--- config.mk ---
export PLATFORM = sky130hd
export DESIGN_NAME = canrx_bit_sampler
export DESIGN_NICKNAME = d
export VERILOG_FILES = /design/src/rtl/canrx_pkg.sv /design/src/rtl/canrx_bit_timer.sv /design/src/rtl/canrx_destuff.sv /design/src/rtl/canrx_out_stage.sv /design/src/rtl/canrx_bit_sampler.sv
export SDC_FILE = /design/constraint.sdc
export NUM_CORES = 1
export LEC_CHECK = 0
export BUFFER_PORTS_ARGS = -buffer_cell sky130_fd_sc_hd__clkbuf_2
export CAP_MARGIN = 25
export CORE_ASPECT_RATIO = 0.7
export CORE_MARGIN = 4
export CORE_UTILIZATION = 57
export CTS_BUF_LIST = sky130_fd_sc_hd__clkbuf_8 sky130_fd_sc_hd__clkbuf_16
export DETAILED_ROUTE_END_ITERATION = 16
export PLACE_DENSITY_LB_ADDON = 0.05
export REMOVE_ABC_BUFFERS = 1
export SYNTH_ARGS = -nofsm -noshare
export SYNTH_HDL_FRONTEND = slang
export SYNTH_SLANG_ARGS = --single-unit
--- constraint.sdc ---
create_clock -name clk -period 2.6 [get_ports clk]
set_clock_uncertainty 0.2 [all_clocks]
set_input_delay 0.39 -clock clk [delete_from_list [all_inputs] [get_ports clk]]
set_output_delay 0.39 -clock clk [all_outputs]
set_load 0.02 [all_outputs]
--- src/rtl/canrx_pkg.sv ---
package canrx_pkg;

  typedef enum logic {
    ST_IDLE = 1'b0,
    ST_RUN  = 1'b1
  } canrx_state_e;

  // Sample offset inside a bit, kept strictly inside the period.
  function automatic int calc_sample_ofs(input int period, input int pct);
    int ofs;
    ofs = (period * pct) / 100;
    if (ofs < 1) ofs = 1;
    if (ofs > period - 1) ofs = period - 1;
    return ofs;
  endfunction

endpackage

--- src/rtl/canrx_bit_timer.sv ---
module canrx_bit_timer
  import canrx_pkg::*;
#(
  parameter int CLK_PER_BIT = 125,
  parameter int SAMPLE_OFS  = 87
) (
  input  logic clk,
  input  logic rst_n,
  input  logic rx,
  input  logic frame_end,
  output logic start_tick,
  output logic sample_tick
);

  localparam int PH_W = (CLK_PER_BIT > 2) ? $clog2(CLK_PER_BIT) : 1;
  localparam logic [PH_W-1:0] PH_LAST = PH_W'(CLK_PER_BIT - 1);
  localparam logic [PH_W-1:0] PH_SMP  = PH_W'(SAMPLE_OFS);

  canrx_state_e    state;
  logic [PH_W-1:0] phase;

  always_comb begin
    start_tick  = (state == ST_IDLE) && !rx && !frame_end;
    sample_tick = (state == ST_RUN) && (phase == PH_SMP) && !frame_end;
  end

  always_ff @(posedge clk) begin
    if (!rst_n || frame_end) begin
      state <= ST_IDLE;
      phase <= '0;
    end else if (start_tick) begin
      state <= ST_RUN;
      phase <= PH_W'(1);
    end else if (state == ST_RUN) begin
      phase <= (phase == PH_LAST) ? '0 : phase + PH_W'(1);
    end
  end


  idle_on_recessive_chk: assert property (@(posedge clk) disable iff (!rst_n)
    (state == ST_IDLE && rx && !frame_end) |=> (state == ST_IDLE));


  no_sample_at_sof_chk: assert property (@(posedge clk) disable iff (!rst_n)
    start_tick |=> !sample_tick);


  sample_spacing_chk: assert property (@(posedge clk) disable iff (!rst_n)
    sample_tick |=> !sample_tick);


  end_to_idle_chk: assert property (@(posedge clk) disable iff (!rst_n)
    frame_end |=> (state == ST_IDLE && !sample_tick));

endmodule

--- src/rtl/canrx_destuff.sv ---
module canrx_destuff #(
  parameter int IDX_W     = 8,
  parameter int STUFF_RUN = 5
) (
  input  logic             clk,
  input  logic             rst_n,
  input  logic             rx,
  input  logic             start_tick,
  input  logic             sample_tick,
  input  logic             frame_end,
  output logic             new_bit,
  output logic             stuff_tick,
  output logic [IDX_W-1:0] frame_idx,
  output logic [IDX_W-1:0] raw_idx
);

  localparam int RUN_W = $clog2(STUFF_RUN + 1);
  localparam logic [RUN_W-1:0] RUN_MAX = RUN_W'(STUFF_RUN);

  logic [RUN_W-1:0] run_len;
  logic             run_val;
  logic             is_stuff;

  always_comb begin
    is_stuff   = (run_len == RUN_MAX) && (rx != run_val);
    new_bit    = sample_tick && !is_stuff;
    stuff_tick = sample_tick && is_stuff;
  end

  always_ff @(posedge clk) begin
    if (!rst_n || frame_end || start_tick) begin
      run_len   <= '0;
      run_val   <= 1'b0;
      frame_idx <= '0;
      raw_idx   <= '0;
    end else if (sample_tick) begin
      raw_idx <= raw_idx + IDX_W'(1);
      if (is_stuff) begin
        run_val <= rx;
        run_len <= RUN_W'(1);
      end else begin
        frame_idx <= frame_idx + IDX_W'(1);
        if (run_len == '0 || rx != run_val) begin
          run_val <= rx;
          run_len <= RUN_W'(1);
        end else if (run_len != RUN_MAX) begin
          run_len <= run_len + RUN_W'(1);
        end
      end
    end
  end


  stuff_restarts_run_chk: assert property (@(posedge clk) disable iff (!rst_n)
    (stuff_tick && !frame_end) |=> (run_len == RUN_W'(1)));


  sof_clears_history_chk: assert property (@(posedge clk) disable iff (!rst_n)
    start_tick |=> (run_len == '0 && frame_idx == '0 && raw_idx == '0));


  run_bounded_chk: assert property (@(posedge clk) disable iff (!rst_n)
    run_len <= RUN_MAX);

endmodule

--- src/rtl/canrx_out_stage.sv ---
module canrx_out_stage #(
  parameter int IDX_W = 8
) (
  input  logic             clk,
  input  logic             rst_n,
  input  logic             frame_end,
  input  logic             new_bit,
  input  logic             bit_in,
  input  logic [IDX_W-1:0] frame_idx,
  input  logic [IDX_W-1:0] raw_idx,
  input  logic             stuff_tick,
  input  logic             out_ready,
  output logic             out_valid,
  output logic             out_bit,
  output logic [IDX_W-1:0] out_idx,
  output logic [IDX_W-1:0] out_raw_idx,
  output logic             stuff_flag
);

  always_ff @(posedge clk) begin
    if (!rst_n) begin
      out_valid   <= 1'b0;
      out_bit     <= 1'b1;
      out_idx     <= '0;
      out_raw_idx <= '0;
      stuff_flag  <= 1'b0;
    end else begin
      stuff_flag <= stuff_tick && !frame_end;
      if (frame_end) begin
        out_valid <= 1'b0;
      end else if (new_bit) begin
        out_valid   <= 1'b1;
        out_bit     <= bit_in;
        out_idx     <= frame_idx;
        out_raw_idx <= raw_idx;
      end else if (out_ready) begin
        out_valid <= 1'b0;
      end
    end
  end


  hold_under_backpressure_chk: assert property (@(posedge clk) disable iff (!rst_n)
    (out_valid && !out_ready && !new_bit && !frame_end)
      |=> (out_valid && $stable(out_bit) && $stable(out_idx)));


  stuff_single_pulse_chk: assert property (@(posedge clk) disable iff (!rst_n)
    stuff_flag |=> !stuff_flag);


  stuff_keeps_index_chk: assert property (@(posedge clk) disable iff (!rst_n)
    stuff_flag |-> $stable(out_idx));


  end_drops_output_chk: assert property (@(posedge clk) disable iff (!rst_n)
    frame_end |=> !out_valid);

endmodule

--- src/rtl/canrx_bit_sampler.sv ---
module canrx_bit_sampler #(
  parameter int CLK_PER_BIT = 125,
  parameter int SAMPLE_PCT  = 70,
  parameter int IDX_W       = 8
) (
  input  logic             clk,
  input  logic             rst_n,
  input  logic             rx,
  input  logic             frame_end,
  input  logic             out_ready,
  output logic             out_valid,
  output logic             out_bit,
  output logic [IDX_W-1:0] out_idx,
  output logic [IDX_W-1:0] out_raw_idx,
  output logic             stuff_flag
);

  // sample offset derived from period and percentage
  localparam int SAMPLE_OFS = canrx_pkg::calc_sample_ofs(CLK_PER_BIT, SAMPLE_PCT);
  localparam int STUFF_RUN  = 5;

  logic             start_tick;
  logic             sample_tick;
  logic             new_bit;
  logic             stuff_tick;
  logic [IDX_W-1:0] frame_idx;
  logic [IDX_W-1:0] raw_idx;

  canrx_bit_timer #(
    .CLK_PER_BIT (CLK_PER_BIT),
    .SAMPLE_OFS  (SAMPLE_OFS)
  ) u_timer (
    .clk         (clk),
    .rst_n       (rst_n),
    .rx          (rx),
    .frame_end   (frame_end),
    .start_tick  (start_tick),
    .sample_tick (sample_tick)
  );

  canrx_destuff #(
    .IDX_W     (IDX_W),
    .STUFF_RUN (STUFF_RUN)
  ) u_destuff (
    .clk         (clk),
    .rst_n       (rst_n),
    .rx          (rx),
    .start_tick  (start_tick),
    .sample_tick (sample_tick),
    .frame_end   (frame_end),
    .new_bit     (new_bit),
    .stuff_tick  (stuff_tick),
    .frame_idx   (frame_idx),
    .raw_idx     (raw_idx)
  );

  canrx_out_stage #(
    .IDX_W (IDX_W)
  ) u_out (
    .clk         (clk),
    .rst_n       (rst_n),
    .frame_end   (frame_end),
    .new_bit     (new_bit),
    .bit_in      (rx),
    .frame_idx   (frame_idx),
    .raw_idx     (raw_idx),
    .stuff_tick  (stuff_tick),
    .out_ready   (out_ready),
    .out_valid   (out_valid),
    .out_bit     (out_bit),
    .out_idx     (out_idx),
    .out_raw_idx (out_raw_idx),
    .stuff_flag  (stuff_flag)
  );

endmodule

* Word-level counts from Yosys, hierarchy flattened *
Index checks and enable logic that the tools add are counted.

cells by class
  $add $sub $neg = 4
  equal/unequal tests = 5
  multiplexer cells = 10
  bitwise logic cells = 4
  reduce and logical (&&, ||, !) cells = 26

operator list
  cell                   count
  $add A8 B1 Y8 const B  2
  $eq A7 B7 Y1 const B   2
  $mux W3                3
  $logic_and A1 B1 Y1    8
  $reduce_and A2 Y1      4
  $add A7 B1 Y7 const B  1
  $mux W7                1
  $mux W1                6
  $reduce_bool A2 Y1     3
  $logic_not A1 Y1       4
  $not A1 Y1             4
  $reduce_or A2 Y1       2
  $add A3 B1 Y3 const B  1
  $eq A3 B3 Y1 const B   1
  $logic_not A3 Y1       1
  $logic_or A1 B1 Y1     3
  $ne A3 B3 Y1 const B   1
  $reduce_bool A3 Y1     1
  $ne A1 B1 Y1           1

word-level totals
  register bits = 47
  input bits = 5
  output and inout port bits = 19
  logic and storage cells = 61

* Longest topological paths before layout *
  word-level depth = 5
  mapped depth = 8
  depth with buffers taken out = 6

* Hierarchy *
From an unflattened synthesis, not the netlist that was laid out.

unflattened totals
  cells, all modules = 250
  area, all modules = 2237.1 µm²

by module, submodules not included
  module           instances  cells an instance  area an instance (µm²)  sequential area each (µm²)
  canrx_destuff    1          116                1031.0                  400.4
  canrx_out_stage  1          83                 773.2                   380.4
  canrx_bit_timer  1          51                 432.9                   160.2

* Least setup slack after synthesis *
No wires, ideal clock.

  path kind = reg2reg
  start point = register u_timer.phase[0]
  end point = register u_destuff.frame_idx[6]
  library setup time = 132 ps
  arrival = 1546 ps
  data required time = 2268 ps
  slack = 722 ps
  stages on the path, launching flop included = 9
  buffers on the path = 3
  period minus slack after synthesis = 1878 ps
  cell sequence = dfxtp_1 -> ha_1 -> and3_1 -> buf_4 -> o2111ai_4 -> buf_6 -> buf_6 -> o31ai_1 -> a21oi_1

on the way
  word-level cells in the longest chain between the ends = 4

ends and longest elaborated chain
  element                             RTL line               text
  from (decl)                         canrx_bit_timer.sv:20  logic [PH_W-1:0] phase;
  from (signal assigned)              canrx_bit_timer.sv:35  phase <= (phase == PH_LAST) ? '0 : phase + PH_W'(1);
  $eq A7 B7 Y1                        canrx_bit_timer.sv:24  sample_tick = (state == ST_RUN) && (phase == PH_SMP) && !frame_end;
  $logic_and A1 B1 Y1 (2 in series)   canrx_bit_timer.sv:24
  $reduce_and A2 Y1 (no source line)  -
  to (signal assigned)                canrx_destuff.sv:42    frame_idx <= frame_idx + IDX_W'(1);
  to (decl)                           canrx_destuff.sv:13    output logic [IDX_W-1:0] frame_idx,

Every way passes these cells.
A chain may end at the register's enable or synchronous reset.

* Final worst setup path *
Ends and elaborated chain as after synthesis.

==> run_results.csv <==
group,metric,value,unit
status,outcome,"complete, no violations",
place,dp.cells,288,
layout,final_nets,257,
timing,timing.final.ws_setup,420.2,ps
clocking,postCtsSetupRepairBufs,0,
clocking,cts_root_buf,"clkbuf_8",
synth,yosysSeqAreaShare,44.74,%
timing,max_freq,0.4588,GHz
clocking,clkLatencyLatePin,310,ps
pwr,p_per_area,512.3,nW/um^2
global_routing,grt_overflow_total,0,
place,dpl_cell_area,2257,um^2
drt,wl_per_cell,14.05,um
synth,synth_cell_types,35,
timing,setup_violations,0,
layout,layout_common_cells,"47 x dfxtp_1, 23 x clkbuf_2, 18 x mux2i_1, 17 x nor2b_1, 17 x nor2_1",
place,gp_congestion,0.8424,
drt,vias,1641,
global_routing,grt_pass1_vias,1399,
global_routing,antenna_found_initial,0,
worst_setup_path,critPathLaunchType,"flip-flop",
synth,synth_area_leaders,"dfxtp_1 45%, mux2i_1 8.6%, nor2b_1 5.1%, ha_1 4.2%, xor2_1 3.7%",
global_routing,grt_pass1_wl,6.762,mm
die,die_y,58.83,um
clocking,cts_resized,0,
place,numPortBuffers,23,
clocking,clk_pin_slew_worst_paths,90,ps
worst_setup_path,worst-r2r-setup-slack,420,ps
worst_setup_path,critical_path.max_fanout,16,
layout,n_antenna_cell,0,
worst_setup_path,r2r-start,"u_timer.phase[0]$_SDFFE_PP0P_",
drt,drc,0,
global_routing,grt_usage,18.90,%
synth,async_flop_share,0,%
layout,stdcell_area,2345,um^2
clocking,htreeDepth,2,
worst_setup_path,critPathArrivalTime,2220,ps
timing,drv_slew,0,
timing,worstMarginPinSlew,677.1,ps
timing,timing_hold_violations_final,0,
worst_setup_path,ff2ff_path_depth,5,
clocking,cts_tree,"yes",
timing,fin_crit_sh,83.84,%
pwr,vdd_drop_max,0.2871,mV
clocking,cts_hold_buf,0,
drt,first_pass_iters,4,
layout,layout.cells.non_filler,295,
synth,synth_edf_count,0,
layout,area_growth,11.48,%
min_path,worstHoldEndpoint,"u_destuff.run_val$_SDFFE_PP0P_",
drt,vias_per_cell,5.563,
worst_setup_path,cpMaxStageDelayCell,"or4_1",
clocking,clockBufferDepth,2,
synth,ys_warn_count,0,
die,initial_core_util,59.48,%
synth,synth_top_area_share,44.74,%
clocking,cts_sinks,47,
min_path,hold_path.class,"in2reg",
die,core_area,3536,um^2
drt,first_iter_violations,67,
worst_setup_path,worstSetupPathType,"reg2reg",
synth,ys_seq_elements,47,
die,dieWidth,80.61,um
synth,netlist_area,2103,um^2
worst_setup_path,reg2reg_to,"u_destuff.frame_idx[6]$_SDFFE_PP0P_",
worst_setup_path,end_kind,"flip-flop",
clocking,numCtsBuffers,5,
worst_setup_path,slowest_delay,530,ps
drt,postRouteAntennaNets,0,
pwr,finalPower,1201,uW
synth,ys.flop_type,"dfxtp_1",
drt,wl,4.146,mm
run,maxCapViolCount,0,
place,place_ws,442.3,ps
layout,layout_commonest_cell,"dfxtp_1",
min_path,holdPathStages,3,
die,row_count,18,
timing,period_needed,2180,ps
synth,synth_top_cell_by_area,"dfxtp_1",
timing,setup_tns,0,ps
die,fp.dieArea,4742,um^2
die,ioPinCount,24,
worst_setup_path,worstPathRequired,2640,ps
timing,rsz0062_at_grt,"false",
global_routing,grt_max_degree,20,
place,dp_hpwl,2.995,mm
pwr,p_leak,0.0009565,uW
timing,slew_headroom,54.56,%
min_path,hold_path.startpoint,"rx",
synth,synthCells,219,
synth,synth.avg_cell_area,9.604,um^2
layout,drive_gt1_share,15.10,%
worst_setup_path,worstPathCellList,"ha_1 > and3_1 > o2111ai_4 > or4_1 > a21oi_1",
## flip-flops by register name (all words and copies together) (netlist names)
signal,flops
u_destuff.run_val,1
u_out.out_raw_idx,8
u_out.out_idx,8
u_destuff.run_len,3
u_timer.state,1
u_destuff.frame_idx,8
u_out.out_bit,1
u_destuff.raw_idx,8
u_out.stuff_flag,1
u_out.out_valid,1
u_timer.phase,7
## layer usage
layer	share of wire [%]	vias to the layer above	GRT usage, %	routed length, um
met2	42	52	27.48	1761
met1	48	761	26.26	1995
met3	7.5	7	4.587	313
met5	0	-	0	0
li1	-	821	-	-
met4	1.8	0	9.398	76
## report_power, final
| group | internal, uW | switching [uW] |
|---|---|---|
| Combinational | 11.6 | 17.1 |
| Sequential | 721 | 2.90 |
| Clock | 209 | 240 |
## critical path: cells and delay by family (launching register included)
| kind | cells | cell delay (ps) |
|---|---|---|
| and+or+nand+nor | 2 | 850 |
| AOI/OAI and AO/OA | 2 | 460 |
| DFF | 1 | 390 |
| adders and majority gates | 1 | 210 |
## kinds of logic (layout without fill, tap and decap cells)
kind of cell	count (synthesis)	after routing	synth area share, %
adder cells (fa/ha/maj)	7	7	4.164
flip-flops	47	47	44.74
multiplexers	18	18	8.566
XOR/XNOR	13	13	5.413
AND/OR/NAND/NOR	86	86	23.02
buffers and inverters	16	42	4.164
AO/OA/AOI/OAI	32	32	9.935
## per-stage QoR
stage                     hold slack, ps  utilization [%]
after detailed placement           281.0            63.84
final                              204.1            66.31
after CTS                          188.7            66.31
after global routing               202.5            66.31
after global placement             265.5            63.84
after floorplan                    251.2                -
## how the worst max path moves through the flow
| stage | start | end | slack [ps] | cells past startpoint |
|---|---|---|---|---|
| 6_report | u_timer.phase[0]$_SDFFE_PP0P_ | u_destuff.frame_idx[6]$_SDFFE_PP0P_ | 420 | 5 |
| 5_1_grt | u_timer.phase[0]$_SDFFE_PP0P_ | u_destuff.frame_idx[6]$_SDFFE_PP0P_ | 230 | 5 |
| 4_1_cts | u_timer.phase[0]$_SDFFE_PP0P_ | u_destuff.frame_idx[6]$_SDFFE_PP0P_ | 420 | 5 |
| 3_5_place_dp | u_timer.phase[0]$_SDFFE_PP0P_ | u_destuff.frame_idx[6]$_SDFFE_PP0P_ | 440 | 5 |
| 3_3_place_gp | rx | u_destuff.frame_idx[6]$_SDFFE_PP0P_ | 540 | 5 |
| 2_1_floorplan | u_timer.phase[0]$_SDFFE_PP0P_ | u_destuff.frame_idx[4]$_SDFFE_PP0P_ | 290 | 5 |
## area by class of cell
type	instances	area, um^2
multi-input combinational	156	1075
clock buffer	6	82.58
clock inverter	1	5.005
fill	305	1191
sequential	47	940.9
timing repair buffer	28	152.6
inverter	7	26.28
tap	50	62.56
## synthesized netlist by cell type, types with 2 or more instances
master	number
dfxtp_1	47
mux2i_1	18
nor2_1	17
nor2b_1	17
a21oi_1	13
nand2_1	13
xor2_1	9
o21ai_0	8
ha_1	7
inv_1	7
nand3_1	7
nand4_1	7
and3_1	4
o31ai_1	4
or3_1	4
or4_1	4
xnor2_1	4
buf_4	3
clkbuf_1	3
nand4b_1	3
buf_6	2
nand2b_1	2
nor3_1	2
nor4_1	2
o21a_1	2
(Power assumes the default switching activity.)
